--- src/rtl/tlb_pkg.sv ---
package tlb_pkg;
  typedef enum logic [1:0] {
    PROT_RW  = 2'b00,
    PROT_RX  = 2'b01,
    PROT_RO  = 2'b10,
    PROT_RSV = 2'b11
  } prot_e;

  typedef enum logic [1:0] {
    ACC_RD  = 2'b00,
    ACC_WR  = 2'b01,
    ACC_EX  = 2'b10,
    ACC_RD2 = 2'b11
  } acc_e;
endpackage

--- src/rtl/tlb_match.sv ---
module tlb_match #(
  parameter int ENTRIES = 4,
  parameter int VPN_W   = 31,
  localparam int IDX_W  = (ENTRIES > 1) ? $clog2(ENTRIES) : 1
) (
  input  logic [ENTRIES-1:0]            valid_i,
  input  logic [ENTRIES-1:0][VPN_W-1:0] tags_i,
  input  logic [VPN_W-1:0]              vpn_i,
  output logic                          hit_o,
  output logic [IDX_W-1:0]              idx_o
);
  logic [ENTRIES-1:0] eq;

  for (genvar g = 0; g < ENTRIES; g++) begin : g_cmp
    assign eq[g] = valid_i[g] && (tags_i[g] == vpn_i);
  end

  // lowest index wins on duplicate tags
  always_comb begin
    idx_o = '0;
    for (int i = ENTRIES - 1; i >= 0; i--) begin
      if (eq[i]) idx_o = IDX_W'(i);
    end
  end

  assign hit_o = |eq;
endmodule

--- src/rtl/tlb_perm.sv ---
module tlb_perm
  import tlb_pkg::*;
(
  input  prot_e prot_i,
  input  acc_e  acc_i,
  output logic  fault_o
);
  always_comb begin
    unique case (acc_i)
      ACC_WR:  fault_o = (prot_i != PROT_RW);
      ACC_EX:  fault_o = (prot_i != PROT_RX);
      default: fault_o = (prot_i == PROT_RSV);
    endcase
  end
endmodule

--- src/rtl/tlb_victim.sv ---
module tlb_victim #(
  parameter int ENTRIES = 4,
  localparam int IDX_W  = (ENTRIES > 1) ? $clog2(ENTRIES) : 1
) (
  input  logic               clk_i,
  input  logic               rst_ni,
  input  logic               fill_i,
  input  logic               idx_vld_i,
  input  logic [IDX_W-1:0]   idx_i,
  input  logic [ENTRIES-1:0] valid_i,
  output logic [IDX_W-1:0]   tgt_o
);
  logic [IDX_W-1:0] ptr_q;
  logic [IDX_W-1:0] free_idx;
  logic             any_free;
  logic             use_ptr;

  always_comb begin
    free_idx = '0;
    any_free = 1'b0;
    for (int i = ENTRIES - 1; i >= 0; i--) begin
      if (!valid_i[i]) begin
        free_idx = IDX_W'(i);
        any_free = 1'b1;
      end
    end
  end

  assign use_ptr = !idx_vld_i && !any_free;
  assign tgt_o   = idx_vld_i ? idx_i : (any_free ? free_idx : ptr_q);

  always_ff @(posedge clk_i or negedge rst_ni) begin
    if (!rst_ni) begin
      ptr_q <= '0;
    end else if (fill_i && use_ptr) begin
      ptr_q <= (ptr_q == IDX_W'(ENTRIES - 1)) ? '0 : ptr_q + 1'b1;
    end
  end
endmodule

--- src/rtl/tlb_assoc.sv ---
module tlb_assoc
  import tlb_pkg::*;
#(
  parameter int ENTRIES = 4,
  parameter int VPN_W   = 31,
  parameter int PPN_W   = 22,
  localparam int IDX_W  = (ENTRIES > 1) ? $clog2(ENTRIES) : 1
) (
  input  logic             clk_i,
  input  logic             rst_ni,
  input  logic             lk_valid_i,
  input  logic [VPN_W-1:0] lk_vpn_i,
  input  logic [1:0]       lk_acc_i,
  output logic             lk_hit_o,
  output logic [PPN_W-1:0] lk_ppn_o,
  output logic             lk_fault_o,
  output logic             lk_dirty_o,
  input  logic             fill_i,
  input  logic             fill_idx_vld_i,
  input  logic [IDX_W-1:0] fill_idx_i,
  input  logic [VPN_W-1:0] fill_vpn_i,
  input  logic [PPN_W-1:0] fill_ppn_i,
  input  logic [1:0]       fill_prot_i,
  input  logic             fill_dirty_i,
  input  logic             inv_i,
  input  logic [IDX_W-1:0] inv_idx_i,
  input  logic             inv_all_i
);
  logic [ENTRIES-1:0]            valid_q;
  logic [ENTRIES-1:0]            dirty_q;
  logic [ENTRIES-1:0][VPN_W-1:0] vpn_q;
  logic [ENTRIES-1:0][PPN_W-1:0] ppn_q;
  prot_e                         prot_q [ENTRIES];

  logic             tag_hit;
  logic [IDX_W-1:0] hit_idx;
  prot_e            hit_prot;
  logic             perm_fault;
  logic             wr_set;
  logic [IDX_W-1:0] fill_tgt;

  tlb_match #(.ENTRIES(ENTRIES), .VPN_W(VPN_W)) u_match (
    .valid_i (valid_q),
    .tags_i  (vpn_q),
    .vpn_i   (lk_vpn_i),
    .hit_o   (tag_hit),
    .idx_o   (hit_idx)
  );

  assign hit_prot = prot_q[hit_idx];

  tlb_perm u_perm (
    .prot_i  (hit_prot),
    .acc_i   (acc_e'(lk_acc_i)),
    .fault_o (perm_fault)
  );

  tlb_victim #(.ENTRIES(ENTRIES)) u_victim (
    .clk_i     (clk_i),
    .rst_ni    (rst_ni),
    .fill_i    (fill_i),
    .idx_vld_i (fill_idx_vld_i),
    .idx_i     (fill_idx_i),
    .valid_i   (valid_q),
    .tgt_o     (fill_tgt)
  );

  assign lk_hit_o   = lk_valid_i && tag_hit;
  assign lk_fault_o = lk_hit_o && perm_fault;
  assign lk_ppn_o   = lk_hit_o ? ppn_q[hit_idx] : '0;
  assign lk_dirty_o = lk_hit_o && dirty_q[hit_idx];
  assign wr_set     = lk_hit_o && !perm_fault && (acc_e'(lk_acc_i) == ACC_WR);

  for (genvar g = 0; g < ENTRIES; g++) begin : g_ent
    logic is_tgt;
    assign is_tgt = fill_i && (fill_tgt == IDX_W'(g));

    always_ff @(posedge clk_i or negedge rst_ni) begin
      if (!rst_ni) begin
        valid_q[g] <= 1'b0;
      end else if (is_tgt) begin
        valid_q[g] <= 1'b1;
      end else if (inv_all_i || (inv_i && inv_idx_i == IDX_W'(g))) begin
        valid_q[g] <= 1'b0;
      end
    end

    always_ff @(posedge clk_i) begin
      if (is_tgt) begin
        vpn_q[g]   <= fill_vpn_i;
        ppn_q[g]   <= fill_ppn_i;
        prot_q[g]  <= prot_e'(fill_prot_i);
        dirty_q[g] <= fill_dirty_i;
      end else if (wr_set && hit_idx == IDX_W'(g)) begin
        dirty_q[g] <= 1'b1;
      end
    end
  end
endmodule

--- config.mk ---
export PLATFORM = sky130hd
export DESIGN_NAME = tlb_assoc
export DESIGN_NICKNAME = d
export VERILOG_FILES = /design/src/rtl/tlb_pkg.sv /design/src/rtl/tlb_match.sv /design/src/rtl/tlb_perm.sv /design/src/rtl/tlb_victim.sv /design/src/rtl/tlb_assoc.sv
export SDC_FILE = /design/constraint.sdc
export NUM_CORES = 1
export LEC_CHECK = 0
export CAP_MARGIN = 20
export CORE_MARGIN = 2
export CORE_UTILIZATION = 35
export CTS_BUF_LIST = sky130_fd_sc_hd__clkbuf_4 sky130_fd_sc_hd__clkbuf_8 sky130_fd_sc_hd__clkbuf_16
export CTS_CLUSTER_SIZE = 40
export DETAILED_ROUTE_END_ITERATION = 10
export DONT_BUFFER_PORTS = 1
export PLACE_DENSITY_LB_ADDON = 0.2
export SLEW_MARGIN = 20
export SYNTH_ARGS = -nofsm -noshare
export SYNTH_HDL_FRONTEND = slang
export SYNTH_SLANG_ARGS = --single-unit
export TNS_END_PERCENT = 5
--- constraint.sdc ---
create_clock -name clk_i -period 3.95 [get_ports clk_i]
set_input_delay 0.79 -clock clk_i [delete_from_list [all_inputs] [get_ports clk_i]]
set_output_delay 0.79 -clock clk_i [all_outputs]
set_load 0.05 [all_outputs]
==> metrics <==
number of global-route vias before repair=roughly 6,200; fraction of the mapped netlist area in adder cells=less than 1%; Final Slew Violations=0; Buffers on Ports=0; Rows=61; clock buffer count from CTS=25; met3 Usage GRT=under 10%; drt wl/cell=approximately 22 µm; arrival time at the worst endpoint=3.51 ns; Top FF cell, synth=edfxtp_1; Worst Setup SP=vpn_q[109]; flops & latches, synth=230; reg2reg path depth=11; post-synthesis mux area share=approximately 2.5%; largest family of logic cells by synthesized area=XOR/XNOR gates; worst reg2reg path startpoint=vpn_q[109]; chip width=roughly 170 µm; Crit Path Category=reg -> out; Pwr Total=roughly 5.5 mW; Seq/Total Area, Yosys=between 60% and 70%; worst endpoint required time=approximately 3.2 ns; Post-DP Area=0.01130 mm²; Fin. Hold Viols=0; Synth top area share=between 60% and 70%; first-pass GRT wire length=roughly 39 mm; Syn Nets=roughly 780; via/cell ratio=about 5.1; post-synthesis simple-gate area fraction=a little over a tenth; Pre-Repair DR Iteration Count=5; Die H=around 170 µm; GRT met1 Usage=21.52%; static leakage=4.232 nW; Crit Path Max Fanout=4; largest net degree at the start of global routing=41; fin worst setup slack=-0.3523 ns; setup_tns=-4.513 ns; clock root cell=clkbuf_16; DRT iter0 DRCs=roughly 450; register clock-pin slew on the reported worst setup and hold paths=around 0.060 ns; post-synthesis average cell area=~15 µm²; fmax=roughly 230 MHz; die area=around 0.03 mm²; clock sinks=230; Synth Area in XOR/XNOR=10.87%; Ports=125; antenna fix cells=0; Area growth syn-to-layout=22.85%; status=finished with violations; core region area=around 0.028 mm²; # Max-Cap Violations=0; post-synthesis compound-gate area fraction=roughly 4.7%; fin nets=between 800 and 900; mapped cell area=0.01002 mm²; Routed WL=25.61 mm; failing checks=negative setup slack; via count=around 6,000; Syn. warnings=0; asr flop ratio synth=under 10%; met2 Use GR=~28%; busiest grt layer=met2; htree depth=1; slew margin rel.=between 40% and 50%; Pwr Density=443.3 mW/mm²; Unique masters post-synth=55; grt ovf=0; largest area contributor in the netlist=edfxtp_1; Clock Latency Late Sink=0.51 ns; Starting Density=a little over a third; worst setup path endpoint=lk_fault_o; Worst R2R End=dirty_q[0]; Clock Skew=0.007588 ns; Design Area, Final=between 0.01 and 0.015 mm²; Global Route Usage Sum=16.97%; CP startpoint kind=register; RD Place Congestion=slightly above 0.9; worst-path cell chain=xnor2_2, nand4_1, or4_4, or2_4, nand2b_4, buf_4, o31ai_2, a21oi_4, o21ai_1, o2111a_2, buf_12; share of cells above drive strength 1=about a quarter; DP Wirelength=about 18 mm; min-delay worst type=in -> reg; most frequent cells in the layout=edfxtp_1 (224), xnor2_1 (100), buf_4 (69); DRC viols=0; Max Buffers Root-to-Sink=3; Critical Path Max Stage Delay=~0.58 ns; Peak VDD IR=0.2958 mV; Tcrit/Tclk final=108.9%; EDFF count, synth=224; Slowest cell on crit path=or4_4; # setup viols final=24; Worst R2R Setup Slack=around 0.74 ns; Synth area leaders=edfxtp_1 (67%), xnor2_1 (9.5%), nand4_1 (3.5%), mux2i_1 (2.3%), nor2_1 (2.1%); critical path capture point type=primary output; Routed Antenna Nets=0; hold_ws=roughly 0.37 ns; commonest non-fill, non-tap cell in the layout=edfxtp_1; initial antenna violation count=0; RSZ-0062 raised after global routing=true; Mapped Cells=roughly 680; CTS tree=done; Final min period=about 4.3 ns; Slew @ Worst Pin=between 0.8 and 0.9 ns
-- cell usage after synthesis (3+ instances only) --
cell type / instances
o21ai_0: 4
and3_1: 3
xnor2_1: 109
nand4_1: 56
buf_2: 10
ha_1: 3
dfrtp_1: 6
xor2_1: 8
clkbuf_1: 18
mux2i_1: 23
nand2b_1: 10
o31ai_1: 3
xnor2_2: 4
nor3_1: 3
or2_2: 3
o2111ai_1: 4
nor4_1: 14
nand2_1: 23
edfxtp_1: 224
nor2_1: 55
nand3_1: 9
buf_6: 3
inv_1: 16
a21oi_1: 3
nor3b_1: 4
a221oi_1: 23
-- cell families after synthesis --
group	Yosys count
muxes	25
AOI/OAI and AO/OA	55
and+or+nand+nor	195
xor gates and xnor gates	121
DFF	230
buffers and inverters	49
adders and majority gates	3
-- layout make-up --
class                      count  area [µm²]
timing repair buffer          92       933.4
sequential                   230        6877
multi-input combinational    400        3191
inverter                      16       60.06
clock inverter                13       111.4
fill                        2519       15700
tap                          378       473.0
clock buffer                  31       670.6
-- state kept, by name, summed over array words and instances, names as in the netlist --
| name | flops |
|---|---|
| vpn_q | 124 |
| ppn_q | 88 |
| prot_q | 8 |
| dirty_q | 4 |
| valid_q | 4 |
| u_victim.ptr_q | 2 |
-- metal layers --
| layer | share of wire (%) | vias to the layer above |
|---|---|---|
| met5 | 0 | - |
| met4 | 1.7 | 0 |
| met3 | 8.3 | 29 |
| met2 | 48 | 177 |
| met1 | 42 | 2950 |
| li1 | - | 2763 |
-- metrics by stage --
| stage | utilization (%) | std cells | setup WS, ns |
|---|---|---|---|
| 5_1_grt | 43.97 | 1160 | -0.4831 |
| 4_1_cts | 43.75 | 1160 | -0.3421 |
| 3_5_place_dp | 40.34 | 1111 | -0.4183 |
| 3_3_place_gp | 40.30 | 1111 | -0.8317 |
| 6_report | 43.97 | 1160 | -0.3523 |
| 2_1_floorplan | - | 678 | -0.1860 |
-- repair_timing --
action,in CTS,in global routing
pin swaps,14,2
buffers inserted,3,0
setup endpoints to repair,24,25
gates resized for setup,23,8
endpoints found under the hold margin,6,0
gates cloned,1,0
hold buffers,1,0
-- how the worst min path moves through the flow --
stage / from / end / slack [ns] / cells after the start
4_1_cts: fill_ppn_i[8] / ppn_q[74] / 0.35 / 0
5_1_grt: fill_ppn_i[3] / ppn_q[47] / 0.35 / 0
2_1_floorplan: rst_ni / u_victim.ptr_q[0] / 0.49 / 0
3_5_place_dp: rst_ni / u_victim.ptr_q[1] / 0.49 / 0
3_3_place_gp: rst_ni / u_victim.ptr_q[0] / 0.49 / 0
6_report: fill_ppn_i[16] / ppn_q[60] / 0.37 / 0
-- worst max-delay path: cells and delay by family, from the launching register on --
family | cells | cell delay, ns
DFF | 1 | 0.41
buffers and inverters | 2 | 0.31
xor gates and xnor gates | 1 | 0.25
AOI/OAI and AO/OA | 4 | 0.85
and+or+nand+nor | 4 | 1.18
-- report_power, final --
part / switching, mW / internal (mW) / total, mW / leakage (nW)
clock network: 0.892 / 1.33 / 2.22 / 0.385
registers: 0.0394 / 2.80 / 2.84 / 2.14
logic: 0.225 / 0.169 / 0.395 / 1.71
total: 1.16 / 4.30 / 5.46 / 4.23
No activity file was read; power rests on OpenSTA's default activity.
